$ cat src/rtl/xbu_pkg.sv
package xbu_pkg;
  localparam logic [1:0] ST_OK    = 2'd0;
  localparam logic [1:0] ST_PARAM = 2'd1;

  typedef enum logic [2:0] {
    S_IDLE,
    S_REQ,
    S_RSP,
    S_WRITE,
    S_DONE
  } xbu_state_t;
endpackage

$ cat src/rtl/xbu_cmd_check.sv
module xbu_cmd_check #(
  parameter int          ADDR_W           = 32,
  parameter int          CNT_W            = 16,
  parameter int          TABLE_ENTRIES    = 256,
  parameter int          LIST_MAX         = 512,
  parameter int          LIST_ALIGN_SHIFT = 12,
  parameter logic [31:0] TABLE_ID         = 32'h0000_0042
) (
  input  logic              list_mode,
  input  logic [31:0]       table_id,
  input  logic [CNT_W-1:0]  count,
  input  logic [ADDR_W-1:0] list_base,
  output logic              cmd_ok
);
  localparam logic [CNT_W:0] FILL_LIM = (CNT_W+1)'(TABLE_ENTRIES);
  localparam logic [CNT_W:0] LIST_LIM = (CNT_W+1)'(LIST_MAX);

  logic id_ok, fill_ok, list_ok;

  always_comb begin
    id_ok   = (table_id == TABLE_ID);
    fill_ok = ({1'b0, count} <= FILL_LIM);
    list_ok = ({1'b0, count} <= LIST_LIM) &&
              (list_base[LIST_ALIGN_SHIFT-1:0] == '0);
    cmd_ok  = id_ok && (list_mode ? list_ok : fill_ok);
  end
endmodule

$ cat src/rtl/xbu_page_walker.sv
module xbu_page_walker #(
  parameter int ADDR_W     = 32,
  parameter int PAGE_SHIFT = 12,
  parameter int STRIDE     = 8
) (
  input  logic                     clk,
  input  logic                     rst_n,
  input  logic                     load,
  input  logic [ADDR_W-PAGE_SHIFT-1:0] start_page,
  input  logic [ADDR_W-3:0]        list_word,
  input  logic                     step_page,
  input  logic                     step_list,
  output logic [ADDR_W-1:0]        page_addr,
  output logic [ADDR_W-1:0]        list_addr
);
  localparam logic [ADDR_W-1:0] PAGE_BYTES = ADDR_W'(1) << PAGE_SHIFT;
  localparam logic [ADDR_W-1:0] LIST_STEP  = ADDR_W'(STRIDE);

  always_ff @(posedge clk or negedge rst_n) begin
    if (!rst_n) begin
      page_addr <= '0;
      list_addr <= '0;
    end else if (load) begin
      page_addr <= {start_page, {PAGE_SHIFT{1'b0}}};
      list_addr <= {list_word, 2'b00};
    end else begin
      if (step_page) page_addr <= page_addr + PAGE_BYTES;
      if (step_list) list_addr <= list_addr + LIST_STEP;
    end
  end
endmodule

$ cat src/rtl/xbu_be_swap.sv
module xbu_be_swap #(
  parameter int ENTRY_W = 64
) (
  input  logic [ENTRY_W-1:0] din,
  output logic [ENTRY_W-1:0] dout
);
  localparam int NBYTES = ENTRY_W / 8;

  for (genvar j = 0; j < NBYTES; j++) begin : g_byte
    assign dout[8*(NBYTES-1-j) +: 8] = din[8*j +: 8];
  end
endmodule

$ cat src/rtl/xlate_bulk_update.sv
module xlate_bulk_update
  import xbu_pkg::*;
#(
  parameter int          ADDR_W           = 32,
  parameter int          ENTRY_W          = 64,
  parameter int          CNT_W            = 16,
  parameter int          PAGE_SHIFT       = 12,
  parameter int          TABLE_ENTRIES    = 256,
  parameter int          LIST_MAX         = 512,
  parameter int          LIST_ALIGN_SHIFT = 12,
  parameter logic [31:0] TABLE_ID         = 32'h0000_0042
) (
  input  logic               clk,
  input  logic               rst_n,
  input  logic               cmd_start,
  input  logic               cmd_list_mode,
  input  logic [31:0]        cmd_table_id,
  input  logic [ADDR_W-1:0]  cmd_bus_addr,
  input  logic [ENTRY_W-1:0] cmd_value,
  input  logic [CNT_W-1:0]   cmd_count,
  output logic               busy,
  output logic               done,
  output logic [1:0]         status,
  output logic [CNT_W-1:0]   done_count,
  output logic [CNT_W-1:0]   done_index,
  output logic               rd_req_valid,
  input  logic               rd_req_ready,
  output logic [ADDR_W-1:0]  rd_req_addr,
  input  logic               rd_rsp_valid,
  output logic               rd_rsp_ready,
  input  logic [ENTRY_W-1:0] rd_rsp_data,
  output logic               tw_valid,
  input  logic               tw_ready,
  output logic [ADDR_W-1:0]  tw_addr,
  output logic [ENTRY_W-1:0] tw_entry,
  input  logic [1:0]         tw_err_code
);
  localparam int STRIDE = ENTRY_W / 8;

  xbu_state_t         st;
  logic               mode_q;
  logic [CNT_W-1:0]   total_q;
  logic [CNT_W-1:0]   cnt_q;
  logic [ENTRY_W-1:0] entry_q;
  logic [1:0]         status_q;
  logic               cmd_ok;
  logic [ENTRY_W-1:0] swapped;
  logic               accept, wr_fire, wr_good, last_good;

  xbu_cmd_check #(
    .ADDR_W(ADDR_W), .CNT_W(CNT_W), .TABLE_ENTRIES(TABLE_ENTRIES),
    .LIST_MAX(LIST_MAX), .LIST_ALIGN_SHIFT(LIST_ALIGN_SHIFT), .TABLE_ID(TABLE_ID)
  ) i_check (
    .list_mode (cmd_list_mode),
    .table_id  (cmd_table_id),
    .count     (cmd_count),
    .list_base (cmd_value[ADDR_W-1:0]),
    .cmd_ok    (cmd_ok)
  );

  xbu_page_walker #(
    .ADDR_W(ADDR_W), .PAGE_SHIFT(PAGE_SHIFT), .STRIDE(STRIDE)
  ) i_walker (
    .clk        (clk),
    .rst_n      (rst_n),
    .load       (accept),
    .start_page (cmd_bus_addr[ADDR_W-1:PAGE_SHIFT]),
    .list_word  (cmd_value[ADDR_W-1:2]),
    .step_page  (wr_good),
    .step_list  (st == S_RSP && rd_rsp_valid),
    .page_addr  (tw_addr),
    .list_addr  (rd_req_addr)
  );

  xbu_be_swap #(.ENTRY_W(ENTRY_W)) i_swap (
    .din  (rd_rsp_data),
    .dout (swapped)
  );

  always_comb begin
    accept    = (st == S_IDLE) && cmd_start;
    wr_fire   = (st == S_WRITE) && tw_ready;
    wr_good   = wr_fire && (tw_err_code == 2'd0);
    last_good = ((cnt_q + 1'b1) == total_q);
  end

  always_ff @(posedge clk or negedge rst_n) begin
    if (!rst_n) begin
      st       <= S_IDLE;
      mode_q   <= 1'b0;
      total_q  <= '0;
      cnt_q    <= '0;
      entry_q  <= '0;
      status_q <= ST_OK;
    end else begin
      case (st)
        S_IDLE: if (cmd_start) begin
          mode_q  <= cmd_list_mode;
          total_q <= cmd_count;
          cnt_q   <= '0;
          entry_q <= cmd_value;
          if (!cmd_ok) begin
            status_q <= ST_PARAM;
            st       <= S_DONE;
          end else if (cmd_count == '0) begin
            status_q <= ST_OK;
            st       <= S_DONE;
          end else begin
            st <= cmd_list_mode ? S_REQ : S_WRITE;
          end
        end
        S_REQ: if (rd_req_ready) st <= S_RSP;
        S_RSP: if (rd_rsp_valid) begin
          entry_q <= swapped;
          st      <= S_WRITE;
        end
        S_WRITE: if (tw_ready) begin
          if (tw_err_code != 2'd0) begin
            status_q <= tw_err_code;
            st       <= S_DONE;
          end else begin
            cnt_q <= cnt_q + 1'b1;
            if (last_good) begin
              status_q <= ST_OK;
              st       <= S_DONE;
            end else begin
              st <= mode_q ? S_REQ : S_WRITE;
            end
          end
        end
        S_DONE:  st <= S_IDLE;
        default: st <= S_IDLE;
      endcase
    end
  end

  always_comb begin
    busy         = (st != S_IDLE);
    done         = (st == S_DONE);
    status       = status_q;
    done_count   = cnt_q;
    done_index   = (cnt_q == '0) ? '0 : cnt_q - 1'b1;
    rd_req_valid = (st == S_REQ);
    rd_rsp_ready = (st == S_RSP);
    tw_valid     = (st == S_WRITE);
    tw_entry     = entry_q;
  end
endmodule

$ cat config.mk
export PLATFORM = sky130hd
export DESIGN_NAME = xlate_bulk_update
export DESIGN_NICKNAME = d
export VERILOG_FILES = /design/src/rtl/xbu_pkg.sv /design/src/rtl/xbu_cmd_check.sv /design/src/rtl/xbu_page_walker.sv /design/src/rtl/xbu_be_swap.sv /design/src/rtl/xlate_bulk_update.sv
export SDC_FILE = /design/constraint.sdc
export NUM_CORES = 1
export LEC_CHECK = 0
export CAP_MARGIN = 20
export CORE_MARGIN = 2
export CORE_UTILIZATION = 35
export CTS_BUF_LIST = sky130_fd_sc_hd__clkbuf_4 sky130_fd_sc_hd__clkbuf_8
export DETAILED_ROUTE_END_ITERATION = 8
export PLACE_DENSITY = 0.73
export SYNTH_ARGS = -nofsm -noshare
export SYNTH_HDL_FRONTEND = slang
export SYNTH_SLANG_ARGS = --single-unit
$ cat constraint.sdc
create_clock -name clk -period 3.08 [get_ports clk]
set_input_delay 0.308 -clock clk [delete_from_list [all_inputs] [get_ports clk]]
set_output_delay 0.308 -clock clk [all_outputs]
set_load 0.02 [all_outputs]
==> results of run 1 <==
==> how the worst min path moves through the flow <==
stage                  from                     end  slack (ns)  depth (start not counted)
2_1_floorplan         rst_n           done_count[0]        0.01                          0
3_3_place_gp          rst_n  i_walker.page_addr[31]        0.31                          1
3_5_place_dp          rst_n  i_walker.page_addr[29]        0.32                          1
4_1_cts               rst_n  i_walker.page_addr[29]        0.38                          2
5_1_grt        cmd_count[6]              total_q[6]        0.38                          3
6_report              rst_n  i_walker.page_addr[31]        0.36                          2
==> final cells by class <==
type                            instances  share of cell area, %
Sequential cell                       152                   29.4
Clock buffer                           17                   1.81
Tap cell                              324                   3.13
Antenna cell                            2                 0.0386
Inverter                               15                  0.435
Clock inverter                         15                   1.24
Timing Repair Buffer                  387                   29.3
Multi-Input combinational cell        752                   34.6
==> metal layers <==
layer	vias up	global-route usage, %	part of all wire (%)
met5	-	0	0
met4	0	6.29	1.8
met3	33	4.44	6.2
met1	4151	29.4	44
met2	329	36.1	48
li1	4150	-	-
==> logic make-up (layout without fill, tap and decap cells) <==
logic type | after synthesis | in the layout | share of synthesized area (%)
and+or+nand+nor | 408 | 408 | 23.0
AOI/OAI and AO/OA | 219 | 219 | 15.3
DFF | 152 | 152 | 44.1
buffers and inverters | 93 | 434 | 5.14
muxes | 69 | 69 | 8.03
xor gates and xnor gates | 38 | 38 | 3.86
adders and majority gates | 4 | 4 | 0.581
other | 1 | 16 | 0.0435
==> state kept, by name, summed over array words and instances (netlist names) <==
name / count
done_count: 16
st: 3
i_walker.page_addr: 20
tw_entry: 64
i_walker.list_addr: 30
mode_q: 1
total_q: 16
status: 2
==> worst max-delay path, stage by stage (launching register included) <==
cell and delay [ns]:
sky130_fd_sc_hd__dfrtp_1 0.42, sky130_fd_sc_hd__nor4_4 0.33, sky130_fd_sc_hd__nor4b_4 0.25, sky130_fd_sc_hd__buf_4 0.17, sky130_fd_sc_hd__nand2_1 0.10, sky130_fd_sc_hd__nor3b_2 0.23, sky130_fd_sc_hd__mux2_2 0.34, sky130_fd_sc_hd__dlygate4sd2_1 0.32
==> layout by cell type, fill, tap and decap left out, drive strengths merged, types with 17 or more instances in the layout <==
cell,count
nand3,26
nor3,24
mux2i,68
nor2,65
xnor2,22
buf,30
dfrtp,152
clkbuf,17
nor4,22
clkdlybuf4s50,340
o21ai,130
nand2,196
inv,23
a21oi,19
==> per-stage QoR <==
stage | hold slack [ns] | setup WS, ns | std cells
3_3_place_gp | 0.307 | 0.220 | 1625
6_report | 0.360 | 0.148 | 1664
5_1_grt | 0.378 | 0.0188 | 1664
2_1_floorplan | 0.0124 | 0.536 | 997
4_1_cts | 0.375 | 0.0102 | 1658
3_5_place_dp | 0.319 | 0.160 | 1625
==> repair_timing <==
action / in CTS / in global routing
resized for setup: 20 / 7
endpoints found under the hold margin: 56 / 0
gates cloned: 0 / 0
setup endpoints to repair: 16 / 15
hold buffers: 1 / 0
setup buffers: 0 / 4
pin swaps: 0 / 0
==> power by group through the flow <==
stage	registers, W	logic, W	clock network (W)
floorplan	0.00273	0.000427	0
global placement	0.00249	0.00158	0
detailed placement	0.00250	0.00160	0
CTS	0.00247	0.00160	0.00161
global route	0.00251	0.00170	0.00170
finish	0.00247	0.00159	0.00156
==> results.cfg, run 1 <==
[status]
run_status = finished clean

[routing]
ant_nets = 0
drc = 0
routed-via-count = 8663
avgRoutedWirePerCell_um = 17.8
wl_um = 29500
detail_route.first_pass.iterations = 5
iteration_0_drc_count_of_the_detailed_router = 584
avgViaCountPerCell = 5.21

[setup_path]
timing.critical_path.arrival_ns = 2.62
r2r_cells = 9
timing_worst_setup_path_type = register to output port
endpoint_of_the_most_critical_register_to_register_path = status[1]
worstPathRequired_ns = 2.77
worstSetupStartpoint = done_count[4]
ff2ff_setup_slack_ns = 0.34
critical_path.reg2reg.startpoint = done_count[1]
setup.worst_path.end_class = output port
cp_max_fo = 3
endpoint = done_index[15]
worstSetupStartpointType = register

[clocking]
clock_latency_ns = 0.46
root_buffer = sky130_fd_sc_hd__clkbuf_8
cts_inserted_buffers = 17
cts-htree-levels = 4
tritoncts = yes
clkTransAtPathRegs_ns = 0.10
max_root_sink_buffers = 2
clock_sink_count = 152

[pwr]
share_of_power_burned_in_combinational_logic_pct = 28.3
power_switching_w = 0.00191
power.clock.fraction_pct = 27.8
p_sw_share_pct = 33.9
sequentialPowerShare_pct = 43.9
p_total_w = 0.00562
power-per-cell-area_mw_per_mm2 = 434
pleak_nw = 5.26
internal-power_w = 0.00371
vdd_ir_drop_max_mv = 0.229

[global_routing]
number_of_global_route_vias_before_repair = 8074
grt_ovf = 0
initial_antenna_violation_count = 2
grtUsageTotal_pct = 21.9
wire_length_of_the_first_global_routing_pass_um = 45100
largest_net_degree_at_the_start_of_global_routing = 77

[cells_and_area]
fillers = 2239
area.growth.synth_to_final_pct = 50.3
postLayoutCoreUtil_pct = 53.4
share_of_final_layout_standard_cells_stronger_than_drive_strength_1_pct = 6.88
numnets_final = 1546
final_design_area_no_fill_mm2 = 0.0130
multi_input_comb_area_mm2 = 0.00449
final-seq-area_mm2 = 0.00381

[sta]
grt_setup_unrepaired = no
setup_violations = 0
finalSetupTns_ns = 0
finalHoldViolations = 0
timing.max_slew.rel_slack_pct = 48.9
final_period_minus_worst_setup_slack_ns = 2.93
fin_skew_ns = 0.0135
maximum_achievable_frequency_mhz = 341
worst_pin_slew_ns = 0.766
slew_viol_final = 0
period_share_pct = 95.2

[logic_synthesis]
synthFlopType = sky130_fd_sc_hd__dfrtp_1
cell_taking_the_most_area_after_synthesis = sky130_fd_sc_hd__dfrtp_1
count_of_flip_flops_with_a_built_in_enable_after_synthesis = 0
synth.ff_latch_count = 152
synth.yosys.warnings = 0
netlist_instances = 984
synth_top_area_share_pct = 44.1
top_cells_by_area_synth = sky130_fd_sc_hd__dfrtp_1 (44%), sky130_fd_sc_hd__nand2_1 (8.5%), sky130_fd_sc_hd__mux2i_1 (7.9%)
syn-cell-area_mm2 = 0.00862
ys_seq_area_share_pct = 44.1
synth_cell_types = 64
synthMostInstantiatedCell = sky130_fd_sc_hd__nand2_1
yosys-top-cells-count = sky130_fd_sc_hd__nand2_1 (196), sky130_fd_sc_hd__dfrtp_1 (152), sky130_fd_sc_hd__o21ai_0 (128)
synthArstFlopShare_pct = 100
synthesis.area_per_instance_um2 = 8.76

[min_path]
hold_path.class = primary input to async pin

[place]
detailed_place_hpwl_um = 22200
portBuffers = 357
placedInstanceArea_mm2 = 0.0125
gp_congestion = 0.864

[floorplan]
height_of_the_die_um = 161
top_level_ports = 384
die_area_mm2 = 0.0259
die_x_um = 161
row_count = 57
core-area_mm2 = 0.0242
initial_utilization_pct = 35.5

[flow_run]
max_cap_viol_count = 0
Note: power is estimated with default switching activity, not from simulation.
==> inputs of run 2 (changes only) <==
Settings changed: CAP_MARGIN 20 to 30.
==> results of run 2 <==
Same layout as run 1: the final DEF is identical, and so are final timing and power.
